### src/rtl/usb_irq_pkg.sv
package usb_irq_pkg;
    localparam int FLAG_W   = 8;
    localparam int TRN_W    = 2;
    localparam int LVL_W    = 2;
    localparam int ADDR_W   = 3;
    localparam int DATA_W   = 8;

    // flag bit positions, software-visible
    localparam int FB_SOF     = 7;
    localparam int FB_SUSPEND = 6;
    localparam int FB_RESUME  = 5;
    localparam int FB_RESET   = 4;
    localparam int FB_CRC     = 3;
    localparam int FB_UNF     = 2;
    localparam int FB_OVF     = 1;
    localparam int FB_STALL   = 0;

    localparam int TB_TRN     = 1;
    localparam int TB_SETUP   = 0;

    typedef enum logic [ADDR_W-1:0] {
        A_FLAG_SET = 3'd0,
        A_FLAG_CLR = 3'd1,
        A_TRN_EN   = 3'd2,
        A_LEVEL    = 3'd3,
        A_TRN_FLAG = 3'd4
    } reg_addr_e;

    typedef struct packed {
        logic [TRN_W-1:0] trn_en;
        logic [LVL_W-1:0] level;
    } ctl_regs_s;
endpackage

### src/rtl/usb_idle_timer.sv
module usb_idle_timer #(
    parameter int IDLE_CYCLES = 48000
) (
    input  logic clk,
    input  logic rst_n,
    input  logic bus_idle,
    output logic suspend_evt,
    output logic resume_evt,
    output logic suspended
);
    localparam int CNT_W = $clog2(IDLE_CYCLES + 1);
    localparam logic [CNT_W-1:0] LIMIT    = CNT_W'(IDLE_CYCLES);
    localparam logic [CNT_W-1:0] LIMIT_M1 = CNT_W'(IDLE_CYCLES - 1);

    typedef struct packed {
        logic [CNT_W-1:0] cnt;
        logic             susp;
    } tmr_s;

    tmr_s tmr_d, tmr_q;

    always_comb begin
        tmr_d       = tmr_q;
        suspend_evt = bus_idle && (tmr_q.cnt == LIMIT_M1);
        resume_evt  = tmr_q.susp && !bus_idle;
        if (!bus_idle) begin
            tmr_d.cnt = '0;
        end else if (tmr_q.cnt != LIMIT) begin
            tmr_d.cnt = tmr_q.cnt + 1'b1;
        end
        if (suspend_evt) begin
            tmr_d.susp = 1'b1;
        end else if (!bus_idle) begin
            tmr_d.susp = 1'b0;
        end
    end

    always_ff @(posedge clk) begin
        if (!rst_n) tmr_q <= '0;
        else        tmr_q <= tmr_d;
    end

    assign suspended = tmr_q.susp;

    AST_SUSP_ENTERS: assert property (@(posedge clk) disable iff (!rst_n)
        suspend_evt |=> suspended);
    AST_SUSP_ONCE: assert property (@(posedge clk) disable iff (!rst_n)
        suspend_evt |=> !suspend_evt);
    AST_RESUME_LEAVES: assert property (@(posedge clk) disable iff (!rst_n)
        resume_evt |=> !suspended);
endmodule

### src/rtl/usb_flag_bank.sv
module usb_flag_bank #(
    parameter int W = 8
) (
    input  logic         clk,
    input  logic         rst_n,
    input  logic         set_we,
    input  logic         clr_we,
    input  logic [W-1:0] wdata,
    input  logic [W-1:0] hw_set,
    output logic [W-1:0] flags
);
    logic [W-1:0] flags_d, flags_q;
    logic [W-1:0] set_m, clr_m;

    always_comb begin
        set_m   = set_we ? wdata : '0;
        clr_m   = clr_we ? wdata : '0;
        // hardware set is applied last so it overrides a software clear
        flags_d = ((flags_q | set_m) & ~clr_m) | hw_set;
    end

    always_ff @(posedge clk) begin
        if (!rst_n) flags_q <= '0;
        else        flags_q <= flags_d;
    end

    assign flags = flags_q;

    AST_HW_WINS: assert property (@(posedge clk) disable iff (!rst_n)
        (|hw_set) |=> ((flags & $past(hw_set)) == $past(hw_set)));
    AST_W1S_SETS: assert property (@(posedge clk) disable iff (!rst_n)
        (set_we && !clr_we) |=> ((flags & $past(wdata)) == $past(wdata)));
    AST_W1C_CLEARS: assert property (@(posedge clk) disable iff (!rst_n)
        clr_we |=> ((flags & $past(wdata & ~hw_set)) == '0));
endmodule

### src/rtl/usb_irq_flags.sv
module usb_irq_flags
    import usb_irq_pkg::*;
#(
    parameter int IDLE_CYCLES = 48000
) (
    input  logic              clk,
    input  logic              rst_n,
    input  logic              reg_wr_en,
    input  logic [ADDR_W-1:0] reg_addr,
    input  logic [DATA_W-1:0] reg_wdata,
    output logic [DATA_W-1:0] reg_rdata,
    input  logic              ev_sof,
    input  logic              ev_bus_reset,
    input  logic              ev_crc_err,
    input  logic              ev_underflow,
    input  logic              ev_overflow,
    input  logic              ev_stall,
    input  logic              ev_trn_done,
    input  logic              ev_setup_done,
    input  logic              bus_idle,
    output logic              suspended,
    output logic [LVL_W-1:0]  irq_level
);
    logic              suspend_evt, resume_evt;
    logic [FLAG_W-1:0] flag_hw, flags;
    logic [TRN_W-1:0]  trn_hw, trn_flags;
    logic              we_set, we_clr, we_en, we_lvl, we_trn;
    ctl_regs_s         ctl_d, ctl_q;
    logic              pending;

    usb_idle_timer #(.IDLE_CYCLES(IDLE_CYCLES)) u_timer (
        .clk         (clk),
        .rst_n       (rst_n),
        .bus_idle    (bus_idle),
        .suspend_evt (suspend_evt),
        .resume_evt  (resume_evt),
        .suspended   (suspended)
    );

    always_comb begin
        we_set = reg_wr_en && (reg_addr == A_FLAG_SET);
        we_clr = reg_wr_en && (reg_addr == A_FLAG_CLR);
        we_en  = reg_wr_en && (reg_addr == A_TRN_EN);
        we_lvl = reg_wr_en && (reg_addr == A_LEVEL);
        we_trn = reg_wr_en && (reg_addr == A_TRN_FLAG);

        flag_hw              = '0;
        flag_hw[FB_SOF]      = ev_sof;
        flag_hw[FB_SUSPEND]  = suspend_evt;
        flag_hw[FB_RESUME]   = resume_evt;
        flag_hw[FB_RESET]    = ev_bus_reset;
        flag_hw[FB_CRC]      = ev_crc_err;
        flag_hw[FB_UNF]      = ev_underflow;
        flag_hw[FB_OVF]      = ev_overflow;
        flag_hw[FB_STALL]    = ev_stall;

        trn_hw               = '0;
        trn_hw[TB_TRN]       = ev_trn_done;
        trn_hw[TB_SETUP]     = ev_setup_done;
    end

    usb_flag_bank #(.W(FLAG_W)) u_evt_flags (
        .clk    (clk),
        .rst_n  (rst_n),
        .set_we (we_set),
        .clr_we (we_clr),
        .wdata  (reg_wdata[FLAG_W-1:0]),
        .hw_set (flag_hw),
        .flags  (flags)
    );

    usb_flag_bank #(.W(TRN_W)) u_trn_flags (
        .clk    (clk),
        .rst_n  (rst_n),
        .set_we (1'b0),
        .clr_we (we_trn),
        .wdata  (reg_wdata[TRN_W-1:0]),
        .hw_set (trn_hw),
        .flags  (trn_flags)
    );

    always_comb begin
        ctl_d = ctl_q;
        if (we_en)  ctl_d.trn_en = reg_wdata[TRN_W-1:0];
        if (we_lvl) ctl_d.level  = reg_wdata[LVL_W-1:0];
    end

    always_ff @(posedge clk) begin
        if (!rst_n) ctl_q <= '0;
        else        ctl_q <= ctl_d;
    end

    always_comb begin
        reg_rdata = '0;
        case (reg_addr)
            A_FLAG_SET, A_FLAG_CLR: reg_rdata[FLAG_W-1:0] = flags;
            A_TRN_EN:               reg_rdata[TRN_W-1:0]  = ctl_q.trn_en;
            A_LEVEL:                reg_rdata[LVL_W-1:0]  = ctl_q.level;
            A_TRN_FLAG:             reg_rdata[TRN_W-1:0]  = trn_flags;
            default:                reg_rdata             = '0;
        endcase
    end

    always_comb begin
        pending   = (|flags) || (|(trn_flags & ctl_q.trn_en));
        irq_level = pending ? ctl_q.level : '0;
    end

    AST_RSVD_ZERO: assert property (@(posedge clk) disable iff (!rst_n)
        (reg_addr == A_TRN_EN) |-> (reg_rdata[DATA_W-1:TRN_W] == '0));
    AST_IRQ_QUIET: assert property (@(posedge clk) disable iff (!rst_n)
        ((flags == '0) && ((trn_flags & ctl_q.trn_en) == '0)) |-> (irq_level == '0));
    AST_ALIAS_SAME: assert property (@(posedge clk) disable iff (!rst_n)
        (reg_addr == A_FLAG_CLR) |-> (reg_rdata[FLAG_W-1:0] == flags));
endmodule

### config.mk
export PLATFORM = sky130hd
export DESIGN_NAME = usb_irq_flags
export DESIGN_NICKNAME = d
export VERILOG_FILES = /design/src/rtl/usb_irq_pkg.sv /design/src/rtl/usb_idle_timer.sv /design/src/rtl/usb_flag_bank.sv /design/src/rtl/usb_irq_flags.sv
export SDC_FILE = /design/constraint.sdc
export NUM_CORES = 1
export LEC_CHECK = 0
export ABC_AREA = 1
export BUFFER_PORTS_ARGS = -buffer_cell sky130_fd_sc_hd__buf_2
export CORE_MARGIN = 5
export CORE_UTILIZATION = 59
export DETAILED_ROUTE_END_ITERATION = 12
export PLACE_DENSITY = 0.85
export SYNTH_ARGS = -nofsm -noshare
export SYNTH_HDL_FRONTEND = slang
export SYNTH_SLANG_ARGS = --single-unit
### constraint.sdc
create_clock -name clk -period 3.4 [get_ports clk]
set_input_delay 0.17 -clock clk [delete_from_list [all_inputs] [get_ports clk]]
set_output_delay 0.17 -clock clk [all_outputs]
set_load 0.1 [all_outputs]
==> results.md <==
Finish:
- For this run, the post-layout net count is 329.
- The post-route core utilization is 70.0%.
- The number of antenna diodes in the final layout is 0.
- The count of placed standard cells in the final layout, fillers left out is 334.
- The final instance area is 0.00196 mm².
- Compared with the post-synthesis result, the final layout area differs by 12.7%.
- The share of layout cells above drive strength 1 is 16.8%.

Pwr:
- The total chip power is 0.670 mW.
- The maximum ir drop on the vdd rail is 0.227 mV.
- The leakage dissipation is 0.942 nW.
- For this design the ratio of total power to cell area is 341 mW/mm².

Route:
- In the final routed layout, each cell accounts on average for 10.9 µm.
- The met1 layer wirelength in the final routing is 1.65 mm.
- The wire length reported by the detailed router is 3.64 mm.
- For this block, the initial DRC count from the detailed router was 119.
- Using the TritonRoute via totals, the vias-per-cell ratio works out to 5.11.
- Before antenna repair, the detailed router went through 4 iterations.
- The count of unresolved DRC violations after routing is 0.
- The detail route stage leaves a number of antenna-violating nets equal to 0.
- The met3 wire length is 261 µm.
- The amount of wire on met2 after detailed routing is 1.66 mm.
- The highest metal layer carrying signal wires in the routed design is met4.
- The count of vias placed by the detailed router is 1,706.

Placed design:
- At the placement stage, the worst setup path has a slack of 1950 ps.
- The global placer's final weighted congestion is 0.897.
- The placed instances occupy a cell area of 0.00192 mm².
- Once detailed placement completed, the half-perimeter wirelength came to 2.79 mm.
- The total of buffers placed on input and output ports is 33.
- The total instance count after detailed placement is 328.

Floorplan:
- The die covers 0.00414 mm².
- The floorplan step set the die height to 64.4 µm.
- The core region is 0.00281 mm².
- The number of top-level pins is 34.
- The horizontal extent of the die is 64.4 µm.
- The number of standard-cell rows in the floorplan is 19.
- The initial utilization of the core area, before any placement, comes to 62.1%.

STA:
- The final hold violation count is 0.
- Across all setup checks in the final design, the least slack found is 1730 ps.
- Setup violations remaining at the end of the flow were counted as 0.
- Between clock sinks in the finished design, the worst skew comes to 5.98 ps.
- The headroom to the max-slew limit is 67.6%.
- The final-layout setup total negative slack is 0 ps.
- The transition time at the pin with the least slew margin is 489 ps.
- Dividing the final minimum period by the clock period gives 49.2%.
- For this run, the top clock speed supported by timing is 0.598 GHz.
- The hold slack is 74.6 ps.
- The final max-slew violation count came to 0.
- The worst path needs 1670 ps of the cycle, external delays included.
- Setup repair after global routing left no endpoint under its margin.

CTS:
- Clock tree synthesis selected as its root buffer the cell clkbuf_4.
- The number of gates resized after cts is 0.
- Clock tree synthesis inserted a total of 5 buffers.
- The number of setup buffers added after CTS is 0.
- In this run, post-CTS hold repair placed 0 buffers.
- The CTS clock-pin slew for the worst setup and hold paths is 80 ps.
- CTS built an H-tree with a depth of 2.
- The clock tree from TritonCTS is yes.
- At the later pin of the worst-skew pair, clock insertion delay measures 330 ps.
- The clock net in this run drives a total of 31 sinks.
- The clock passes through at most 2 buffers.

Synth:
- The number of flops mapped to enable cells by yosys is 0.
- The area of the mapped netlist is 0.00174 mm².
- The distinct cell type count after synthesis is 26.
- The synthesized design contains 31 register bits.
- For this run, the register share of the synthesized area comes to 35.6%.
- A synthesized cell averages 6.53 µm².
- The main flop type after synthesis is dfxtp_1.
- The post-synthesis async set-or-reset flop share is 0%.
- After synthesis, the cell types taking the most area are dfxtp_1 36%, nand2_1 11%, inv_1 10%.
- The number of synthesis warnings is 0.
- The fraction of synthesized cell area taken by the top area cell type is 35.6%.
- The number of nets in the synthesized netlist is 292.
- The post-synthesis instance total is 267.
- The largest total area in the synthesized netlist belongs to dfxtp_1.

Outcome:
- The run finished with clean final reports.

Min path:
- The tightest min-delay check is of the input pin to flop type.

Worst setup path:
- The worst setup path is captured at an output pin.
- The arrival time at the worst endpoint is 1500 ps.
- The critical path class is flop to output pin.
- The largest single stage delay on the critical path is 330 ps.
- Data on the critical path is required at its endpoint by 3230 ps.
- Walking the worst path, the cells encountered are nor2_1 -> nand3_1 -> nor3_1 -> nor2_1 -> buf_2.
- Counting stages on the worst path, the most repeated cell is nor2_1.
- The maximum fanout along the worst path is 3.
- The largest individual stage delay along the critical path comes from the cell dfxtp_1.
- The worst setup path is launched from a flop.

GRT:
- The total global routing track utilization is 18.7%.
- The largest net degree at the start of global routing is 14.
- After global routing the overflow that remains totals 0.
- The number of global-route vias before repair is 1,497.
- The global-route wire length before repair is 6.18 mm.
- The number of antenna violations at the first check in global routing is 0.

Run:
- The tool flagged a number of max-cap violations equal to 0.
==> cell families (layout without fill, tap and decap cells) <==
| logic type | Yosys count | count (layout) | share of synthesized area [%] |
|---|---|---|---|
| AND/OR/NAND/NOR | 136 | 136 | 36.2 |
| buffers and inverters | 53 | 89 | 12.1 |
| AO/OA/AOI/OAI | 43 | 43 | 13.6 |
| flip-flops | 31 | 31 | 35.6 |
| adder cells (fa/ha/maj) | 2 | 2 | 1.44 |
| XOR/XNOR | 2 | 2 | 1.01 |
==> layer usage <==
layer | vias up | global-route usage, %
li1 | 917 | -
met5 | - | 0
met2 | 51 | 29.9
met1 | 730 | 22.1
met4 | 0 | 9.76
met3 | 8 | 6.65
==> flip-flops by register name (all words and copies together), names as in the netlist <==
register,count
u_timer.suspended,1
ctl_q,4
u_trn_flags.flags,2
u_timer.tmr_q,16
u_evt_flags.flags,8
==> synthesized netlist by cell type, types with 4 or more instances <==
cell,number
inv_1,48
nor2_1,39
dfxtp_1,31
nand3_1,21
nand2_2,5
nand4_1,6
nor3_1,4
a21oi_1,19
nand2_1,51
o21ai_0,13
o21bai_1,7
==> placed cells by master, fill, tap and decap left out, drive strengths merged, types with 2 or more instances in the layout <==
master,n
clkbuf,6
nand3b,3
o21bai,7
nand3,22
ha,2
dfxtp,31
o21ai,15
a21oi,19
xor2,2
buf,33
nor3,4
nand4,6
nor2,44
nand2,56
inv,50
==> path summary, 6_finish.rpt <==
| kind | from | endpoint | slack (ps) | depth (start not counted) |
|---|---|---|---|---|
| hold reg to reg | u_timer.suspended$_SDFFE_PN0P_ | u_timer.suspended$_SDFFE_PN0P_ | 470 | 2 |
| setup / recovery | u_evt_flags.flags[1]$_SDFF_PN0_ | irq_level[1] | 1730 | 5 |
| hold / removal | ev_setup_done | u_trn_flags.flags[0]$_SDFF_PN0_ | 70 | 3 |
| setup reg to reg | u_timer.tmr_q[1]$_SDFFE_PN0P_ | u_timer.tmr_q[15]$_SDFFE_PN0P_ | 2100 | 8 |
==> area by class of cell <==
type / instances / area [µm²]
Fill cell: 256 / 841
Clock buffer: 6 / 41.3
Timing Repair Buffer: 33 / 165
Multi-Input combinational cell: 183 / 911
Sequential cell: 31 / 621
Inverter: 50 / 188
Tap cell: 31 / 38.8
==> report_power, final <==
group / switching (mW) / total (mW) / internal [mW] / leakage [nW]
clock: 0.113 / 0.186 / 0.0733 / 0.0242
combinational: 0.0737 / 0.104 / 0.0302 / 0.665
sequential: 0.00631 / 0.380 / 0.373 / 0.253
==> critical path, delay by kind of cell, from the launching register on <==
kind          cells  cell delay, ps
buf+inv           1             300
simple gates      4             550
flops             1             330
(Power assumes the default switching activity.)
